==> config.mk <==
export PLATFORM = sky130hd
export DESIGN_NAME = ec_host_port
export DESIGN_NICKNAME = d
export VERILOG_FILES = /design/src/rtl/ec_host_pkg.sv /design/src/rtl/ec_regfile.sv /design/src/rtl/ec_host_if.sv /design/src/rtl/ec_cmd_seq.sv /design/src/rtl/ec_host_port.sv
export SDC_FILE = /design/constraint.sdc
export NUM_CORES = 2
export LEC_CHECK = 0
export BUFFER_PORTS_ARGS = -buffer_cell sky130_fd_sc_hd__clkbuf_2
export CORE_ASPECT_RATIO = 0.8
export CORE_UTILIZATION = 60
export DETAILED_ROUTE_END_ITERATION = 6
export HOLD_SLACK_MARGIN = 0.02
export PLACE_DENSITY = 0.76
export SLEW_MARGIN = 30
export SYNTH_ARGS = -nofsm -noshare
export SYNTH_HDL_FRONTEND = slang
export SYNTH_SLANG_ARGS = --single-unit
==> constraint.sdc <==
create_clock -name clk -period 16.9 [get_ports clk]
set_clock_uncertainty 0.2 [all_clocks]
set_input_delay 1.69 -clock clk [delete_from_list [all_inputs] [get_ports clk]]
set_output_delay 1.69 -clock clk [all_outputs]
set_load 0.05 [all_outputs]
==> src/rtl/ec_host_pkg.sv <==
package ec_host_pkg;

    localparam int BYTE_W = 8;

    // command codes
    localparam logic [BYTE_W-1:0] CMD_READ      = 8'h80;
    localparam logic [BYTE_W-1:0] CMD_WRITE     = 8'h81;
    localparam logic [BYTE_W-1:0] CMD_BURST_ON  = 8'h82;
    localparam logic [BYTE_W-1:0] CMD_BURST_OFF = 8'h83;

    // status bit positions
    localparam int ST_OBF     = 0;
    localparam int ST_IBF     = 1;
    localparam int ST_LASTCMD = 3;
    localparam int ST_BURST   = 4;

    typedef enum logic [2:0] {
        SEQ_IDLE,
        SEQ_RD_ADDR,
        SEQ_RD_FETCH,
        SEQ_WR_ADDR,
        SEQ_WR_DATA
    } seq_state_e;

    typedef struct packed {
        logic              is_cmd;
        logic [BYTE_W-1:0] val;
    } host_byte_t;

    typedef struct packed {
        logic              we;
        logic              re;
        logic [BYTE_W-1:0] addr;
        logic [BYTE_W-1:0] wdata;
    } rf_req_t;

    function automatic logic [BYTE_W-1:0] pack_status(input logic obf,
                                                      input logic ibf,
                                                      input logic last_cmd,
                                                      input logic burst);
        logic [BYTE_W-1:0] s;
        s = '0;
        s[ST_OBF]     = obf;
        s[ST_IBF]     = ibf;
        s[ST_LASTCMD] = last_cmd;
        s[ST_BURST]   = burst;
        return s;
    endfunction

endpackage

==> src/rtl/ec_regfile.sv <==
module ec_regfile
    import ec_host_pkg::*;
#(
    parameter int AW = BYTE_W
) (
    input  logic              clk,
    input  rf_req_t           req,
    output logic [BYTE_W-1:0] rdata
);
    localparam int DEPTH = 1 << AW;

    logic [BYTE_W-1:0] mem_q [DEPTH];

    always_ff @(posedge clk) begin
        if (req.we) begin
            mem_q[req.addr[AW-1:0]] <= req.wdata;
        end
        if (req.re) begin
            rdata <= mem_q[req.addr[AW-1:0]];
        end
    end

endmodule

==> src/rtl/ec_host_if.sv <==
module ec_host_if
    import ec_host_pkg::*;
#(
    parameter int HOST_AW  = 3,
    parameter int IBF_LAT  = 4,
    parameter int DATA_OFS = 0,
    parameter int CMD_OFS  = 4
) (
    input  logic               clk,
    input  logic               rst,
    input  logic [HOST_AW-1:0] host_addr,
    input  logic               host_wr,
    input  logic               host_rd,
    input  logic [BYTE_W-1:0]  host_wdata,
    output logic [BYTE_W-1:0]  host_rdata,
    input  logic               burst_i,
    input  logic               load_i,
    input  logic [BYTE_W-1:0]  load_data_i,
    output logic               consume_o,
    output host_byte_t         byte_o,
    output logic               ibf_o,
    output logic               obf_o,
    output logic               last_cmd_o,
    output logic               wr_accept_o,
    output logic               data_rd_o
);
    localparam int CNT_W = $clog2(IBF_LAT + 1);

    logic             sel_data, sel_cmd;
    logic             ibf_q, obf_q, last_cmd_q;
    logic [CNT_W-1:0] cnt_q;
    host_byte_t       held_q;
    logic [BYTE_W-1:0] dout_q;

    assign sel_data    = (host_addr == HOST_AW'(DATA_OFS));
    assign sel_cmd     = (host_addr == HOST_AW'(CMD_OFS));
    assign wr_accept_o = host_wr && (sel_data || sel_cmd) && !ibf_q;
    assign consume_o   = ibf_q && (cnt_q == CNT_W'(1));
    assign data_rd_o   = host_rd && sel_data;

    always_ff @(posedge clk) begin
        if (rst) begin
            ibf_q      <= 1'b0;
            cnt_q      <= '0;
            held_q     <= '0;
            last_cmd_q <= 1'b0;
        end else if (wr_accept_o) begin
            ibf_q      <= 1'b1;
            cnt_q      <= CNT_W'(IBF_LAT);
            held_q     <= '{is_cmd: sel_cmd, val: host_wdata};
            last_cmd_q <= sel_cmd;
        end else if (consume_o) begin
            ibf_q <= 1'b0;
            cnt_q <= '0;
        end else if (ibf_q) begin
            cnt_q <= cnt_q - CNT_W'(1);
        end
    end

    always_ff @(posedge clk) begin
        if (rst) begin
            obf_q  <= 1'b0;
            dout_q <= '0;
        end else if (load_i) begin
            obf_q  <= 1'b1;
            dout_q <= load_data_i;
        end else if (data_rd_o) begin
            obf_q <= 1'b0;
        end
    end

    always_comb begin
        if (sel_cmd) begin
            host_rdata = pack_status(obf_q, ibf_q, last_cmd_q, burst_i);
        end else if (sel_data) begin
            host_rdata = dout_q;
        end else begin
            host_rdata = '0;
        end
    end

    assign byte_o     = held_q;
    assign ibf_o      = ibf_q;
    assign obf_o      = obf_q;
    assign last_cmd_o = last_cmd_q;

endmodule

==> src/rtl/ec_cmd_seq.sv <==
module ec_cmd_seq
    import ec_host_pkg::*;
(
    input  logic              clk,
    input  logic              rst,
    input  logic              consume_i,
    input  host_byte_t        byte_i,
    output rf_req_t           rf_req_o,
    input  logic [BYTE_W-1:0] rf_rdata_i,
    output logic              load_o,
    output logic [BYTE_W-1:0] load_data_o,
    output logic              burst_o
);
    seq_state_e        state_q, state_d;
    logic [BYTE_W-1:0] addr_q, addr_d;
    logic              burst_q, burst_d;

    always_comb begin
        state_d  = state_q;
        addr_d   = addr_q;
        burst_d  = burst_q;
        rf_req_o = '0;
        load_o   = 1'b0;

        if (state_q == SEQ_RD_FETCH) begin
            load_o  = 1'b1;
            state_d = SEQ_IDLE;
        end

        if (consume_i) begin
            if (byte_i.is_cmd) begin
                case (byte_i.val)
                    CMD_READ:      state_d = SEQ_RD_ADDR;
                    CMD_WRITE:     state_d = SEQ_WR_ADDR;
                    CMD_BURST_ON:  begin burst_d = 1'b1; state_d = SEQ_IDLE; end
                    CMD_BURST_OFF: begin burst_d = 1'b0; state_d = SEQ_IDLE; end
                    default:       state_d = SEQ_IDLE;
                endcase
            end else begin
                case (state_q)
                    SEQ_RD_ADDR: begin
                        rf_req_o.re   = 1'b1;
                        rf_req_o.addr = byte_i.val;
                        state_d       = SEQ_RD_FETCH;
                    end
                    SEQ_WR_ADDR: begin
                        addr_d  = byte_i.val;
                        state_d = SEQ_WR_DATA;
                    end
                    SEQ_WR_DATA: begin
                        rf_req_o.we    = 1'b1;
                        rf_req_o.addr  = addr_q;
                        rf_req_o.wdata = byte_i.val;
                        state_d        = SEQ_IDLE;
                    end
                    default: ;
                endcase
            end
        end
    end

    always_ff @(posedge clk) begin
        if (rst) begin
            state_q <= SEQ_IDLE;
            addr_q  <= '0;
            burst_q <= 1'b0;
        end else begin
            state_q <= state_d;
            addr_q  <= addr_d;
            burst_q <= burst_d;
        end
    end

    assign load_data_o = rf_rdata_i;
    assign burst_o     = burst_q;

endmodule

==> src/rtl/ec_host_port.sv <==
module ec_host_port
    import ec_host_pkg::*;
#(
    parameter int HOST_AW = 3,
    parameter int IBF_LAT = 4
) (
    input  logic               clk,
    input  logic               rst,
    input  logic [HOST_AW-1:0] host_addr,
    input  logic               host_wr,
    input  logic               host_rd,
    input  logic [BYTE_W-1:0]  host_wdata,
    output logic [BYTE_W-1:0]  host_rdata
);
    localparam int DATA_OFS = 0;
    localparam int CMD_OFS  = 4;

    logic              consume, ibf, obf, last_cmd, wr_accept, data_rd;
    logic              load, burst;
    logic [BYTE_W-1:0] load_data, rf_rdata;
    host_byte_t        cur_byte;
    rf_req_t           rf_req;
    logic              mem_we;

    assign mem_we = rf_req.we;

    ec_host_if #(
        .HOST_AW (HOST_AW),
        .IBF_LAT (IBF_LAT),
        .DATA_OFS(DATA_OFS),
        .CMD_OFS (CMD_OFS)
    ) u_if (
        .clk        (clk),
        .rst        (rst),
        .host_addr  (host_addr),
        .host_wr    (host_wr),
        .host_rd    (host_rd),
        .host_wdata (host_wdata),
        .host_rdata (host_rdata),
        .burst_i    (burst),
        .load_i     (load),
        .load_data_i(load_data),
        .consume_o  (consume),
        .byte_o     (cur_byte),
        .ibf_o      (ibf),
        .obf_o      (obf),
        .last_cmd_o (last_cmd),
        .wr_accept_o(wr_accept),
        .data_rd_o  (data_rd)
    );

    ec_cmd_seq u_seq (
        .clk        (clk),
        .rst        (rst),
        .consume_i  (consume),
        .byte_i     (cur_byte),
        .rf_req_o   (rf_req),
        .rf_rdata_i (rf_rdata),
        .load_o     (load),
        .load_data_o(load_data),
        .burst_o    (burst)
    );

    ec_regfile #(.AW(BYTE_W)) u_rf (
        .clk  (clk),
        .req  (rf_req),
        .rdata(rf_rdata)
    );

endmodule

==> summary.txt <==
Top cells by area, synth - edfxtp_1 (79%), a22oi_1 (9.1%), a21oi_1 (3.2%)
Mapped Cells - 4,678
Commonest cells after routing, fill and taps aside - edfxtp_1 (2,056), a22oi_1 (940), a21oi_1 (496)
RSZ-0062 raised after global routing - no
Global route overflow - 0
Area added between synthesis and finish - 10.2%
Async set-or-reset flop fraction in the synthesized netlist - 0%
Final setup TNS - 0 ps
Clock root cell - clkbuf_16
HPWL after detailed placement - 118,000 um
Post-synth EDFFs - 2,056
Instance count along the most critical hold path - 2
Slew at the pin closest to its max-slew limit - 1080 ps
Portion of synthesized cell area occupied by the leading cell type - 79.2%
FMAX - 0.160 GHz
Status - completed
Cell type with the largest total area after synthesis - edfxtp_1
Launching point of the worst reg2reg path - u_if.cnt_q[1]$_SDFFE_PP0P_
P_leak - 23.5 nW
Share of final-layout standard cells stronger than drive strength 1 - 9.75%
First-pass iteration count of the detailed router - 6
R2R cell count - 15
TritonCTS clock tree - done
Total DRC errors in the routed layout - 0
Number of sinks on the clock net - 2,090
Number of warning messages in the yosys log - 0
Via count of the first global-routing pass - 43,400
Post-place setup slack - 10,680 ps
Combined area of all synthesized cells - 0.0779 mm^2
Worst voltage drop across the vdd grid - 0.121 mV
Buffer levels on the longest clock path - 3
Number of clock buffers inserted by TritonCTS - 181
Vias per inst - 7.15
Post-CTS Hold Fix Bufs - 0
Worst rel slew slack - 27.1%
Most common library cell in the layout ignoring fill and taps - edfxtp_1
Boundary Pins - 23
Number of slew-limit violations in the final report - 0
CTS H-tree lvls - 4
Hold worst-path end - u_if.dout_q[6]$_SDFFE_PP0P_
Final setup fails - 0
Crit path arrival time - 6700 ps
Die W - 405 um
Placement row count - 117
Core area - 0.128 mm^2
Classification of the worst setup path - flop to flop
Residual antenna-violating net count after detailed routing - 0
Final worst path period share - 37.1%
Top flip-flop cell by instance count after synthesis - edfxtp_1
Register-to-Register Setup Slack - 10,640 ps
Critical Path RT - 17,340 ps
Die Footprint - 0.131 mm^2
Antenna violations before repair - 8
Y dimension of the die - 324 um
Post-synthesis cell type count - 53
Starting Density - 60.8%
Largest net degree at the start of global routing - 159
Final routed wirelength across all metal layers - 209,000 um
Detailed-route via count - 46,600
Clock insertion delay at the later pin of the skew report - 830 ps
Sequential-to-total area share from yosys stat - 80.1%
Hold Violations, Final - 0
Clk slew on worst S/H paths - 60 ps
Largest fanout of any net on the critical path - 56
Flop and latch count out of synthesis - 2,090
Final critical delay including setup and external delays - 6260 ps
Max-Cap Viols - 0
Buffers inserted by post-CTS timing repair - 0
Syn avg cell area - 16.7 um^2
Gpl congestion - 0.958
Number of nets in the finished design - 4,655
Startpoint of the tightest hold check path - u_if.dout_q[6]$_SDFFE_PP0P_
Number of port buffers - 22
Critical path launch point type - flop
R2R Path End - u_rf.rdata[0]$_DFFE_PP_
DRC violation total after the first TritonRoute iteration - 8,145
Resized Gates After CTS - 0
Type of the tightest min-delay check - flop to flop
Average wire per cell in the routed design - 32.0 um
Final critical-path setup slack - 10,640 ps
Synthesized netlist net count - 4,695
Crit. End Element - flop
Gr usage total - 31.5%
First-pass GRT wire length - 300,000 um
PD cells - 113 mW/mm^2
critical path: stages (launching register included):
cell and delay (ps):
dfxtp_1 310, inv_1 70, ha_1 190, nand3b_2 220
a211oi_4 260, buf_4 400, and2_4 650, buf_4 640
buf_4 730, buf_4 650, a22oi_1 200, a21oi_1 420
nor4_1 140, o22ai_1 550, nor4_1 180, o311ai_1 130
worst max-delay path by stage:
stage	startpoint	depth (start not counted)	slack [ps]	endpoint
finish	u_if.cnt_q[1]$_SDFFE_PP0P_	15	10640	u_rf.rdata[0]$_DFFE_PP_
global route	u_if.cnt_q[1]$_SDFFE_PP0P_	15	10480	u_rf.rdata[0]$_DFFE_PP_
CTS	u_seq.state_q[2]$_SDFF_PP0_	11	10690	u_rf.rdata[7]$_DFFE_PP_
detailed placement	u_seq.state_q[2]$_SDFF_PP0_	11	10680	u_rf.rdata[7]$_DFFE_PP_
global placement	u_seq.state_q[2]$_SDFF_PP0_	12	10840	u_rf.rdata[0]$_DFFE_PP_
floorplan	u_if.cnt_q[1]$_SDFFE_PP0P_	6	3780	u_rf.mem_q[0][1]$_DFFE_PP_
cells by family after synthesis:
family          Yosys count  share of synthesized area, %
buf+inv                 359                          2.01
fa+ha+maj                 2                        0.0321
simple gates            569                          3.31
compound gates         1632                          14.2
mux                      26                         0.344
flops                  2090                          80.1
registers in the layout (all words and copies together), names as in the netlist, 3 cells and up:
| signal | cells |
|---|---|
| u_if.byte_o | 8 |
| u_seq.addr_q | 8 |
| u_rf.mem_q | 2048 |
| u_rf.rdata | 8 |
| u_if.cnt_q | 3 |
| u_seq.state_q | 3 |
| u_if.dout_q | 8 |
cells in the mapped netlist (29+ instances only):
cell / number
buf_2: 145
o22ai_1: 55
buf_1: 31
nor2_1: 304
dfxtp_1: 34
a21oi_1: 497
nor4_1: 97
clkbuf_1: 172
edfxtp_1: 2056
a22oi_1: 940
nand2_1: 80
a22o_1: 29
through the flow:
stage          util, %  power, mW  hold WS (ps)  std cells  cell area [um^2]
4_1_cts           67.0       9.73           297       6514             85800
6_report          67.1       9.73           288       6520             85900
5_1_grt           67.0       9.92           325       6516             85900
2_1_floorplan        -       5.72           252       4678             77900
3_3_place_gp      62.3       5.72           265       6173             79700
3_5_place_dp      62.4       5.73           285       6178             79900
per-layer routing:
layer	track usage, %	part of all wire, %
met1	46.2	37
met2	44.2	44
met3	9.13	15
met4	13.8	4.3
met5	0	0.021
final cells by class:
class | instances | area [um^2]
flip-flops and latches | 2090 | 62400
fillers | 8140 | 42200
multi-input cells | 2229 | 14400
repair buffers | 131 | 1070
well taps | 1725 | 2160
inverters | 5 | 18.8
clock inverters | 107 | 953
diodes | 4 | 10.0
clock buffers | 229 | 4890
power breakdown:
part | switching (mW) | internal [mW]
registers | 0.00212 | 5.60
logic | 0.00551 | 0.00390
clock network | 1.84 | 2.28
Power figures use the tool's default switching activity.
